[config.mk]
export PLATFORM = sky130hd
export DESIGN_NAME = strap_mode_ctrl
export DESIGN_NICKNAME = d
export VERILOG_FILES = /design/src/rtl/strap_pkg.sv /design/src/rtl/strap_capture.sv /design/src/rtl/test_entry_det.sv /design/src/rtl/mode_decode.sv /design/src/rtl/strap_mode_ctrl.sv
export SDC_FILE = /design/constraint.sdc
export NUM_CORES = 1
export LEC_CHECK = 0
export BUFFER_PORTS_ARGS = -buffer_cell sky130_fd_sc_hd__buf_4
export CAP_MARGIN = 20
export CORE_MARGIN = 2
export CORE_UTILIZATION = 46
export CTS_BUF_LIST = sky130_fd_sc_hd__clkbuf_2 sky130_fd_sc_hd__clkbuf_4 sky130_fd_sc_hd__clkbuf_8
export DETAILED_ROUTE_END_ITERATION = 12
export GPL_ROUTABILITY_DRIVEN = 0
export PLACE_DENSITY = 0.86
export SLEW_MARGIN = 20
export SYNTH_ARGS = -nofsm -noshare
export SYNTH_HDL_FRONTEND = slang
export SYNTH_SLANG_ARGS = --single-unit
[constraint.sdc]
create_clock -name clk_i -period 1.4 [get_ports clk_i]
set_clock_uncertainty 0.15 [all_clocks]
set_input_delay 0.07 -clock clk_i [delete_from_list [all_inputs] [get_ports clk_i]]
set_output_delay 0.07 -clock clk_i [all_outputs]
set_load 0.02 [all_outputs]
[src/rtl/strap_pkg.sv]
package strap_pkg;
  localparam int unsigned FS_W   = 2;
  localparam int unsigned MODE_W = FS_W + 1;
  localparam int unsigned CODE_W = 3;

  typedef logic [MODE_W-1:0] mode_t;
  typedef logic [CODE_W-1:0] code_t;

  localparam mode_t MODE_OFF  = 3'b000;
  localparam mode_t MODE_TEST = 3'b011;

  // cpu / sdram codes
  localparam code_t CPU_OFF = 3'd0;
  localparam code_t CPU_50  = 3'd1;
  localparam code_t CPU_66  = 3'd2;
  localparam code_t CPU_90  = 3'd3;
  localparam code_t CPU_100 = 3'd4;
  localparam code_t CPU_120 = 3'd5;
  localparam code_t CPU_133 = 3'd6;
  localparam code_t CPU_TST = 3'd7;

  // pci / agp codes
  localparam code_t BUS_OFF = 3'd0;
  localparam code_t BUS_LO  = 3'd1;
  localparam code_t BUS_MID = 3'd2;
  localparam code_t BUS_HI  = 3'd3;
  localparam code_t BUS_TST = 3'd4;

  // usb/io codes
  localparam code_t USB_OFF = 3'd0;
  localparam code_t USB_48  = 3'd1;
  localparam code_t USB_24  = 3'd2;
  localparam code_t USB_T4  = 3'd3;
  localparam code_t USB_T8  = 3'd4;
endpackage

[src/rtl/strap_capture.sv]
module strap_capture #(
  parameter int unsigned FS_W = 2
) (
  input  logic            clk_i,
  input  logic            rst_ni,
  input  logic [FS_W-1:0] fs_pad_i,
  input  logic            usb_pad_i,
  output logic [FS_W-1:0] fs_o,
  output logic            usb24_o,
  output logic            done_o
);
  logic [FS_W-1:0] fs_q;
  logic            usb_q;
  logic            done_q;

  always_ff @(posedge clk_i or negedge rst_ni) begin
    if (!rst_ni) begin
      fs_q   <= '0;
      usb_q  <= 1'b0;
      done_q <= 1'b0;
    end else if (!done_q) begin
      fs_q   <= fs_pad_i;
      usb_q  <= usb_pad_i;
      done_q <= 1'b1;
    end
  end

  assign fs_o    = fs_q;
  assign usb24_o = usb_q;
  assign done_o  = done_q;


  oe_hold_chk: assert property (@(posedge clk_i) disable iff (!rst_ni)
    done_q |=> done_q);

  strap_hold_chk: assert property (@(posedge clk_i) disable iff (!rst_ni)
    done_q |=> ($stable(fs_q) && $stable(usb_q)));
endmodule

[src/rtl/test_entry_det.sv]
module test_entry_det #(
  parameter int unsigned EDGES = 3
) (
  input  logic clk_i,
  input  logic rst_ni,
  input  logic stop_i,
  input  logic xtal_i,
  output logic entered_o
);
  localparam int unsigned CW = $clog2(EDGES + 1);

  logic          stop_q;
  logic [CW-1:0] cnt_q;
  logic          entered_q;
  logic          rise;

  assign rise = stop_i & ~stop_q;

  always_ff @(posedge clk_i or negedge rst_ni) begin
    if (!rst_ni) begin
      stop_q    <= 1'b1;  // pin idles high
      cnt_q     <= '0;
      entered_q <= 1'b0;
    end else begin
      stop_q <= stop_i;
      if (!entered_q) begin
        if (xtal_i) begin
          cnt_q <= '0;
        end else if (rise) begin
          if (cnt_q == CW'(EDGES - 1)) begin
            cnt_q     <= CW'(EDGES);  // saturate
            entered_q <= 1'b1;
          end else begin
            cnt_q <= cnt_q + 1'b1;
          end
        end
      end
    end
  end

  assign entered_o = entered_q;


  entered_sticky_chk: assert property (@(posedge clk_i) disable iff (!rst_ni)
    entered_q |=> entered_q);

  xtal_clear_chk: assert property (@(posedge clk_i) disable iff (!rst_ni)
    (!entered_q && xtal_i) |=> (cnt_q == '0 && !entered_q));

  entry_on_edge_chk: assert property (@(posedge clk_i) disable iff (!rst_ni)
    (!entered_q && !rise) |=> !entered_q);
endmodule

[src/rtl/mode_decode.sv]
module mode_decode
  import strap_pkg::*;
(
  input  mode_t mode_i,
  input  logic  usb24_i,
  output code_t cpu_o,
  output code_t sdram_o,
  output code_t pci_o,
  output code_t agp_o,
  output code_t usb_o,
  output logic  hiz_o,
  output logic  test_o
);
  code_t usb_norm;
  assign usb_norm = usb24_i ? USB_24 : USB_48;

  always_comb begin
    cpu_o  = CPU_OFF;
    pci_o  = BUS_OFF;
    agp_o  = BUS_OFF;
    usb_o  = usb_norm;
    hiz_o  = 1'b0;
    test_o = 1'b0;
    unique case (mode_i)
      3'b000: begin hiz_o = 1'b1; usb_o = USB_OFF; end
      3'b001: begin cpu_o = CPU_50;  pci_o = BUS_LO;  agp_o = BUS_LO;  end
      3'b010: begin cpu_o = CPU_66;  pci_o = BUS_HI;  agp_o = BUS_HI;  end
      3'b011: begin
        cpu_o  = CPU_TST;
        pci_o  = BUS_TST;
        agp_o  = BUS_TST;
        usb_o  = usb24_i ? USB_T8 : USB_T4;
        test_o = 1'b1;
      end
      3'b100: begin cpu_o = CPU_90;  pci_o = BUS_MID; agp_o = BUS_MID; end
      3'b101: begin cpu_o = CPU_133; pci_o = BUS_HI;  agp_o = BUS_HI;  end
      3'b110: begin cpu_o = CPU_120; pci_o = BUS_MID; agp_o = BUS_MID; end
      default: begin cpu_o = CPU_100; pci_o = BUS_HI; agp_o = BUS_HI; end
    endcase
  end

  // sdram tracks cpu except in test, where the same code means /6
  assign sdram_o = cpu_o;
endmodule

[src/rtl/strap_mode_ctrl.sv]
module strap_mode_ctrl
  import strap_pkg::*;
#(
  parameter int unsigned ENTRY_EDGES = 3
) (
  input  logic        clk_i,
  input  logic        rst_ni,
  input  logic [1:0]  fs_pad_i,
  input  logic        usb_pad_i,
  input  logic        test_pin_i,
  input  logic [2:0]  reg_mode_i,
  input  logic        reg_sel_i,
  input  logic        pci_stop_i,
  input  logic        xtal_lvl_i,
  output logic [2:0]  cpu_sel_o,
  output logic [2:0]  sdram_sel_o,
  output logic [2:0]  pci_sel_o,
  output logic [2:0]  agp_sel_o,
  output logic [2:0]  usb_sel_o,
  output logic        hiz_o,
  output logic        test_mode_o,
  output logic        strap_oe_o
);
  logic [FS_W-1:0] fs_l;
  logic            usb24_l;
  logic            cap_done;
  logic            forced;
  mode_t           mode_src;
  mode_t           mode_eff;

  strap_capture #(.FS_W(FS_W)) i_cap (
    .clk_i    (clk_i),
    .rst_ni   (rst_ni),
    .fs_pad_i (fs_pad_i),
    .usb_pad_i(usb_pad_i),
    .fs_o     (fs_l),
    .usb24_o  (usb24_l),
    .done_o   (cap_done)
  );

  test_entry_det #(.EDGES(ENTRY_EDGES)) i_det (
    .clk_i    (clk_i),
    .rst_ni   (rst_ni),
    .stop_i   (pci_stop_i),
    .xtal_i   (xtal_lvl_i),
    .entered_o(forced)
  );

  assign mode_src = reg_sel_i ? mode_t'(reg_mode_i) : {test_pin_i, fs_l};
  assign mode_eff = forced ? MODE_TEST : mode_src;

  mode_decode i_dec (
    .mode_i (mode_eff),
    .usb24_i(usb24_l),
    .cpu_o  (cpu_sel_o),
    .sdram_o(sdram_sel_o),
    .pci_o  (pci_sel_o),
    .agp_o  (agp_sel_o),
    .usb_o  (usb_sel_o),
    .hiz_o  (hiz_o),
    .test_o (test_mode_o)
  );

  assign strap_oe_o = cap_done;


  hiz_quiet_chk: assert property (@(posedge clk_i) disable iff (!rst_ni)
    hiz_o |-> (cpu_sel_o == 3'd0 && pci_sel_o == 3'd0 && agp_sel_o == 3'd0
               && usb_sel_o == 3'd0 && !test_mode_o));

  forced_test_chk: assert property (@(posedge clk_i) disable iff (!rst_ni)
    forced |-> (test_mode_o && cpu_sel_o == 3'd7 && pci_sel_o == 3'd4));

  test_codes_chk: assert property (@(posedge clk_i) disable iff (!rst_ni)
    test_mode_o |-> (sdram_sel_o == 3'd7 && agp_sel_o == 3'd4 && usb_sel_o[2:1] != 2'b00));
endmodule

==> reports/metrics.csv, run 1 <==
metric;value;unit
cp_slowest_cell;dfrtp_1;
grt-ovfl-total;0;
rsz0062_at_grt;true;
max_freq;0.576;GHz
antenna_found_initial;0;
hpwl;1.06;mm
fillers;73;
syn_inst;67;
top_layer_used;met3;
grt_max_degree;13;
dp_slack;-0.0408;ns
grt_pass1_vias;543;
via_per_inst;5.10;
fin_setup_tns;-4.26;ns
setup_ws;-0.336;ns
wl_met1;580;um
yosysSeqAreaShare;0.329;
cts.sinks;8;
grt_pass1_wl;2.00;mm
power.density;1590;mW/mm2
die_w;40.5;um
clk_path_buf_depth;2;
htreeDepth;1;
critPathCaptureType;output pin;
grt_usage;0.188;
cts_buffers;3;
coreArea;0.00127;mm2
clk_latency;0.25;ns
crit_fanout;4;
port_buffers;29;
synth_edf_count;0;
drt_first_pass_iters;3;
drc;0;
fin_crit_sh;1.24;
wl;1.61;mm
syn_to_final_growth;71.0;%
finalHoldViolations;0;
mostFrequentLayoutCell;buf_6;
clkTransAtPathRegs;0.05;ns
fin_crit;1.74;ns
cp.buffers_inverters;1;
critPathLaunchType;flip-flop;
syn_area;612;um2
die_area;0.00164;mm2
io_pins;30;
cts-root-buf;clkbuf_4;
wire_per_inst;13.5;um
report.final.slew_viol_count;0;
diodes;0;
failed_checks;negative setup slack;
synth-main-ff-cell;dfrtp_1;
met2RoutedLength;976;um
wl_met3;51;um
vias;607;
p_leak;0.509;nW
hold_path_class;input port to asynchronous set/reset pin;
slowest_delay;0.40;ns
layout-drive-gt1-share;0.548;
final_cell_mix;buf_6 (19), buf_4 (16), dlygate4sd3_1 (6), dfrtp_1 (6);
synth_cell_types;32;
hold_slack;0.0395;ns
first_iter_violations;9;
worstPathArrival;1.52;ns
cp_cell_sequence;mux2i_2 -> nand2b_1 -> a21oi_1 -> mux2_4 -> buf_6;
fin_util;0.824;
cts_setup_buffers;0;
final-setup-viol-count;17;
yosysWarnings;0;
synth_area_per_cell;9.13;um2
antenna_left;0;
cts_tree;done;
final_nets;118;
cpLargestDelayFamily;multiplexers;
synthesis.nets;80;
crit_type;flip-flop to output pin;
async_flop_share;1.00;
initial_core_util;0.482;
outcome;complete, but fails checks;
num_rows;13;
critPathRequiredTime;1.18;ns
die_h;40.5;um
ys_seq_elements;8;
ir_worst_vdd;0.980;mV
max_cap_violations;0;
## cell type report
| type | count | area (um2) | area share |
|---|---|---|---|
| multi-input combinational | 47 | 385 | 0.368 |
| tap | 15 | 18.8 | 0.0179 |
| sequential | 8 | 203 | 0.194 |
| inverter | 4 | 15.0 | 0.0144 |
| clock buffer | 4 | 30.0 | 0.0287 |
| timing repair buffer | 41 | 394 | 0.377 |
## path summary, 6_finish.rpt
kind                                            startpoint                    endpoint  slack, ns  cells after the start
worst max-delay path             i_cap.fs_o[0]$_DFFE_PN0N_                usb_sel_o[1]      -0.34                      5
worst min-delay path                                rst_ni  i_det.cnt_q[1]$_DFFE_PN0P_       0.04                      2
worst max register to register  i_det.cnt_q[1]$_DFFE_PN0P_  i_det.cnt_q[0]$_DFFE_PN0P_       0.07                      3
worst min register to register  i_det.cnt_q[1]$_DFFE_PN0P_  i_det.cnt_q[1]$_DFFE_PN0P_       0.38                      2
max in group asynchronous                           rst_ni      i_det.stop_q$_DFF_PN1_       0.85                      2
min in group clk_i                              pci_stop_i      i_det.stop_q$_DFF_PN1_       0.34                      2
## timing repair
| action | CTS | global route |
|---|---|---|
| hold buffers | 6 | 0 |
| endpoints found under the hold margin | 14 | 0 |
| pin swaps | 3 | 4 |
| gates resized for setup | 10 | 18 |
| endpoints found under the setup margin | 17 | 17 |
## synth_stat cells (2+ instances only)
cell type,n,area share
nor2_1,6,0.037
o21ai_0,2,0.016
buf_4,6,0.074
mux2i_1,2,0.033
xnor2_1,2,0.029
or2_1,2,0.020
nand2b_1,4,0.041
nand2_1,5,0.031
mux2_2,3,0.055
a21oi_1,3,0.025
dfrtp_1,7,0.29
inv_1,4,0.025
a21o_1,2,0.025
## logic make-up after synthesis
kind of cell	synth area share
and+or+nand+nor	0.207
AOI/OAI and AO/OA	0.137
buffers and inverters	0.123
DFF	0.329
muxes	0.135
xor gates and xnor gates	0.0430
adders and majority gates	0.0204
other	0.00613
## report_power, final
| group | internal (W) | leakage (nW) | switching, W |
|---|---|---|---|
| combinational | 0.000581 | 0.396 | 0.000564 |
| sequential | 0.000282 | 0.0951 | 0.0000379 |
| clock | 0.000128 | 0.0184 | 0.0000748 |
## routing by layer
| metal | vias up | track usage |
|---|---|---|
| met4 | 0 | 0.0750 |
| met1 | 294 | 0.180 |
| met5 | - | 0 |
| met3 | 0 | 0.0333 |
| met2 | 17 | 0.381 |
| li1 | 296 | - |
## sequential cells by signal, indices dropped and copies added (netlist names)
signal	count
i_cap.done_o	1
i_cap.fs_o	2
i_cap.usb24_o	1
i_det.cnt_q	2
i_det.entered_o	1
i_det.stop_q	1
## stage by stage
stage | instance area (um2) | std cells | total power (W)
after global routing | 1050 | 119 | 0.00178
final | 1050 | 119 | 0.00167
after CTS | 976 | 119 | 0.00154
after detailed placement | 848 | 109 | 0.00125
after floorplan | 627 | 67 | 0.000931
after global placement | 848 | 109 | 0.00123
No activity file was read; power rests on OpenSTA's default activity.
==> run 2: changes to the inputs <==
BUFFER_PORTS_ARGS = -buffer_cell sky130_fd_sc_hd__buf_2   (was -buffer_cell sky130_fd_sc_hd__buf_4)
==> run 2 against run 1 <==
  * The run still ends with negative setup slack left
  * Die area unchanged
  * Count of clock-buffer cells in the layout unchanged
  * Sequential power decreased by 2%
  * Setup slack improved by 0.0045 ns
  * Flip-flop and latch count unchanged
  * Hold slack improved by 0.00089 ns
  * Non-clock buffer count increased by 3
  * Core utilization decreased by 1.2 points
==> reports/metrics.csv, run 2 (same netlist as run 1, synthesis figures left out) <==
metric;value;unit;change
power.density;1590;mW/mm2;-0.54%
htreeDepth;1;;unchanged
cts_buffers;3;;unchanged
fillers;78;;+6.8%
setup_ws;-0.332;ns;+0.00448 ns
wire_per_inst;12.4;um;-7.9%
p_clk_frac;0.128;;+0.006
drt_first_pass_iters;3;;unchanged
cts.sinks;8;;unchanged
pwr-share-comb;0.681;;-0.005
initial_core_util;0.482;;unchanged
coreArea;0.00127;mm2;unchanged
ir_worst_vdd;0.949;mV;-3.1%
cp.buffers_inverters;1;;unchanged
report.final.slew_viol_count;0;;unchanged
die_area;0.00164;mm2;unchanged
layout.cells.non_filler;122;;+2.5%
via_per_inst;5.06;;-0.85%
antenna_found_initial;0;;unchanged
fin_setup_tns;-4.34;ns;-0.0736 ns
num_rows;13;;unchanged
vias;617;;+1.6%
diodes;0;;unchanged
critPathLaunchType;flip-flop;;
wl;1.52;mm;-5.5%
outcome;complete, but fails checks;;
max_freq;0.577;GHz;+0.26%
slowest_delay;0.41;ns;about the same
die_h;40.5;um;unchanged
hpwl;999;um;-5.8%
max_cap_violations;0;;unchanged
grt_usage;0.202;;+0.0139
dp.cells;110;;+0.92%
final_cell_mix;buf_2 (14), buf_6 (14), buf_4 (10);;
cts-root-buf;clkbuf_4;;
total_power;0.00164;W;-2.0%
layout-drive-gt1-share;0.570;;+0.0220
grt_pass1_wl;2.13;mm;+6.2%
clk_latency;0.25;ns;about the same
cpLargestDelayFamily;simple AND/OR/NAND/NOR gates;;
fin_crit_sh;1.24;;-0.00320
multi_input_area;403;um2;+4.5%
p_int;0.000959;W;-3.3%
final_nets;121;;+2.5%
grt_max_degree;13;;unchanged
fin_crit;1.73;ns;-0.00448 ns
seqPwrFrac;0.191;;about the same
seq_area;201;um2;-0.62%
fin_area;0.00103;mm2;-1.4%
hold_path_class;input port to asynchronous set/reset pin;;
p_leak;0.514;nW;+0.87%
crit_fanout;4;;unchanged
clk_path_buf_depth;2;;unchanged
final-setup-viol-count;17;;unchanged
cp_cell_sequence;nor4bb_4 -> nor2_1 -> nand2_1 -> mux2_4 -> buf_6;;
first_iter_violations;3;;-6
switching_share;0.414;;+0.00798
grt_pass1_vias;545;;+0.37%
placed_area;783;um2;-7.7%
die_w;40.5;um;unchanged
port_buffers;29;;unchanged
antenna_left;0;;unchanged
p_switching;0.000677;W;about the same
cp_slowest_cell;dfrtp_1;;
grt-ovfl-total;0;;unchanged
syn_to_final_growth;68.5;%;
rsz0062_at_grt;true;;
finalHoldViolations;0;;unchanged
crit_type;flip-flop to output pin;;
critPathCaptureType;output pin;;
clkTransAtPathRegs;0.06;ns;about the same
io_pins;30;;unchanged
drc;0;;unchanged
critPathRequiredTime;1.18;ns;about the same
worstPathArrival;1.51;ns;about the same
failed_checks;negative setup slack;;
cts_tree;done;;
-- run 2: cell types whose count changed in the layout (fill, tap and decap cells not counted), sizes merged --
cell | previous run | this run
buf | 35 | 38
-- run 2: worst paths after layout --
check                      slack (ns)  cells after the start                        from                         end
max                             -0.33                      5   i_cap.fs_o[0]$_DFFE_PN0N_                usb_sel_o[1]
min                              0.04                      2                      rst_ni   i_cap.usb24_o$_DFFE_PN0N_
max reg2reg                      0.10                      3  i_det.cnt_q[1]$_DFFE_PN0P_  i_det.cnt_q[0]$_DFFE_PN0P_
min reg2reg                      0.40                      2  i_det.cnt_q[1]$_DFFE_PN0P_  i_det.cnt_q[1]$_DFFE_PN0P_
max in group asynchronous        0.82                      2                      rst_ni      i_det.stop_q$_DFF_PN1_
min in group clk_i               0.34                      2                  pci_stop_i      i_det.stop_q$_DFF_PN1_
-- run 2: metrics by stage --
| step | hold slack, ns | util | setup slack, ns |
|---|---|---|---|
| 2_1_floorplan | -0.376 | - | -0.0263 |
| 3_3_place_gp | -0.236 | 0.617 | -0.0200 |
| 3_5_place_dp | -0.233 | 0.617 | -0.0509 |
| 4_1_cts | 0.0195 | 0.796 | -0.321 |
| 5_1_grt | 0.0555 | 0.813 | -0.423 |
| 6_report | 0.0404 | 0.813 | -0.332 |
-- run 2: power by group through the flow --
stage          clock network, W  logic (W)  registers, W
3_3_place_gp                  0   0.000786      0.000314
4_1_cts                0.000217    0.00104      0.000313
6_report               0.000210    0.00111      0.000313
3_5_place_dp                  0   0.000803      0.000317
5_1_grt                0.000228    0.00119      0.000323
2_1_floorplan                 0   0.000613      0.000317
-- run 2: per-layer routing --
metal | vias up | GRT usage | share of wire
met5 | - | 0 | 0
met4 | 0 | 0.100 | 0.015
met3 | 2 | 0.0333 | 0.029
met2 | 21 | 0.369 | 0.58
met1 | 292 | 0.221 | 0.38
li1 | 302 | - | -
-- run 2: layout make-up --
type,count,area share
multi-input cells,47,0.391
repair buffers,44,0.352
flip-flops and latches,8,0.195
clock buffers,4,0.0291
well taps,15,0.0182
inverters,4,0.0146
-- run 2: what timing repair did --
action | in CTS | in global routing
pin swaps | 6 | 0
resized for setup | 34 | 7
buffers inserted | 3 | 0
gates cloned | 0 | 0
endpoints found under the hold margin | 14 | 0
hold buffers | 6 | 0
endpoints found under the setup margin | 17 | 18
==> run 3: changes to the inputs <==
CELL_PAD_IN_SITES_DETAIL_PLACEMENT = 2   (was not set)
CELL_PAD_IN_SITES_GLOBAL_PLACEMENT = 2   (was not set)
CORE_UTILIZATION = 26   (was 46)
PLACE_DENSITY = 0.87   (was 0.86)
==> run 3 against run 2 <==
  * Core utilization decreased by 33 points
  * Largest power group unchanged
  * Power is 5.8% higher
  * Highest routed layer unchanged
  * The flow still finishes with violations (negative setup slack)
  * Critical path type unchanged
  * Critical path depth is 1 higher
  * Sequential share of layout area down 0.75 points
  * Final cell count increased by 12%
  * Setup slack got worse by 0.0057 ns
==> reports/metrics.csv, run 3 (same netlist as run 1, synthesis figures left out) <==
metric;value;unit;change
outcome;complete, but fails checks;;
failed_checks;negative setup slack;;
fin_crit;1.74;ns;+0.00572 ns
p_switching;0.000719;W;+6.2%
fin_crit_sh;1.24;;+0.00408
port_buffers;29;;unchanged
num_rows;17;;+4
report.final.slew_viol_count;0;;unchanged
drt_first_pass_iters;1;;-2
r2r_slack;0.08;ns;-0.02 ns
cp-endpoint;sdram_sel_o[1];;
grt_pass1_wl;3.05;mm;+43%
crit_type;flip-flop to output pin;;
die_area;0.00276;mm2;+68%
io_pins;30;;unchanged
grt-ovfl-total;0;;unchanged
clk_latency;0.26;ns;about the same
antenna_left;0;;unchanged
die_w;52.5;um;+30%
critPathRequiredTime;1.18;ns;about the same
hold_slack;0.0184;ns;-0.0220 ns
ir_worst_vdd;0.813;mV;-14%
placed_area;800;um2;+2.1%
mostFrequentLayoutCell;buf_2;;
total_power;0.00173;W;+5.8%
p_clk_frac;0.126;;-0.002
max_freq;0.575;GHz;-0.33%
wl;1.92;mm;+27%
via_per_inst;4.66;;-7.8%
fin_util;0.488;;-0.325
die_h;52.5;um;+30%
r2r_end;i_det.cnt_q[0]$_DFFE_PN0P_;;
switching_share;0.415;;+0.00168
grt_max_degree;10;;-3
critPathCaptureType;output pin;;
first_iter_violations;0;;-3
final-setup-viol-count;17;;unchanged
syn_to_final_growth;76.3;%;
seqPwrFrac;0.189;;-0.002
hold_path_class;input port to asynchronous set/reset pin;;
p_leak;0.524;nW;+2.0%
htreeDepth;1;;unchanged
cts_buffers;3;;unchanged
drc;0;;unchanged
power.density;1600;mW/mm2;+1.1%
cts.sinks;8;;unchanged
pwr-share-comb;0.685;;+0.004
rsz0062_at_grt;true;;
clkTransAtPathRegs;0.06;ns;about the same
grt_pass1_vias;694;;+27%
fin_area;0.00108;mm2;+4.6%
clk_path_buf_depth;2;;unchanged
cp_cell_sequence;buf_6 -> xor2_1 -> nor2_1 -> a21oi_1 -> or2_1 -> buf_2;;
rr_worst_depth;3;;unchanged
layout-drive-gt1-share;0.606;;+0.0354
finalHoldViolations;0;;unchanged
setup_ws;-0.338;ns;-0.00572 ns
crit_fanout;6;;+2
fin_setup_tns;-4.69;ns;-0.354 ns
critPathLaunchType;flip-flop;;
slowest_delay;0.45;ns;+0.04 ns
wire_per_inst;14.0;um;+13%
cts_tree;done;;
p_int;0.00101;W;+5.5%
diodes;0;;unchanged
initial_core_util;0.277;;-0.206
worstPathArrival;1.52;ns;about the same
cp_slowest_cell;dfrtp_2;;
hpwl;1.44;mm;+44%
final_cell_mix;buf_2 (16), buf_6 (15), buf_4 (9);;
antenna_found_initial;0;;unchanged
max_cap_violations;0;;unchanged
coreArea;0.00221;mm2;+74%
grt_usage;0.151;;-0.0511
final_nets;123;;+1.7%
startpoint;i_cap.fs_o[1]$_DFFE_PN0N_;;
vias;639;;+3.6%
cts-root-buf;clkbuf_4;;
reg2reg_from;i_det.cnt_q[1]$_DFFE_PN0P_;;
run 3: repair_timing:
item | CTS | global route
pin swaps | 2 | 6
setup buffers | 4 | 1
hold buffers | 6 | 0
endpoints found under the hold margin | 14 | 0
gates resized for setup | 16 | 28
endpoints found under the setup margin | 17 | 18
run 3: how the worst min path moves through the flow:
stage | startpoint | end | cells after the start
2_1_floorplan | rst_ni | i_cap.done_o$_DFF_PN0_ | 0
5_1_grt | rst_ni | i_det.cnt_q[1]$_DFFE_PN0P_ | 2
3_3_place_gp | rst_ni | i_det.cnt_q[1]$_DFFE_PN0P_ | 1
3_5_place_dp | rst_ni | i_det.cnt_q[1]$_DFFE_PN0P_ | 1
6_report | rst_ni | i_det.cnt_q[1]$_DFFE_PN0P_ | 2
4_1_cts | rst_ni | i_det.cnt_q[1]$_DFFE_PN0P_ | 2
run 3: worst max-delay path: cells and delay by family (launching register included):
kind | cells | cell delay, ns
AO/OA/AOI/OAI | 1 | 0.05
flip-flops | 1 | 0.45
AND/OR/NAND/NOR | 2 | 0.33
XOR/XNOR | 1 | 0.13
buffers and inverters | 2 | 0.30
run 3: final cells by class:
cell class                      instances  area, um2
Inverter                                4       15.0
Sequential cell                         8        203
Clock buffer                            4       30.0
Timing Repair Buffer                   46        377
Fill cell                             241       1130
Multi-Input combinational cell         47        419
Tap cell                               28       35.0
run 3: power by group through the flow:
stage / sequential, W / clock, W / combinational, W
finish: 0.000327 / 0.000219 / 0.00118
global route: 0.000332 / 0.000234 / 0.00128
CTS: 0.000321 / 0.000226 / 0.000990
detailed placement: 0.000325 / 0 / 0.000831
global placement: 0.000320 / 0 / 0.000797
floorplan: 0.000317 / 0 / 0.000613
run 3: per-stage QoR:
| stage | instances | setup WS (ns) |
|---|---|---|
| floorplan | 67 | -0.0263 |
| detailed placement | 123 | -0.134 |
| finish | 137 | -0.338 |
| global placement | 123 | -0.0593 |
| global route | 137 | -0.422 |
| CTS | 136 | -0.361 |
run 3: per-layer routing:
metal	up-vias	track usage	share of wire
li1	307	-	-
met1	306	0.159	0.38
met2	24	0.302	0.56
met3	2	0.00857	0.043
met4	0	0.0641	0.012
met5	-	0	0
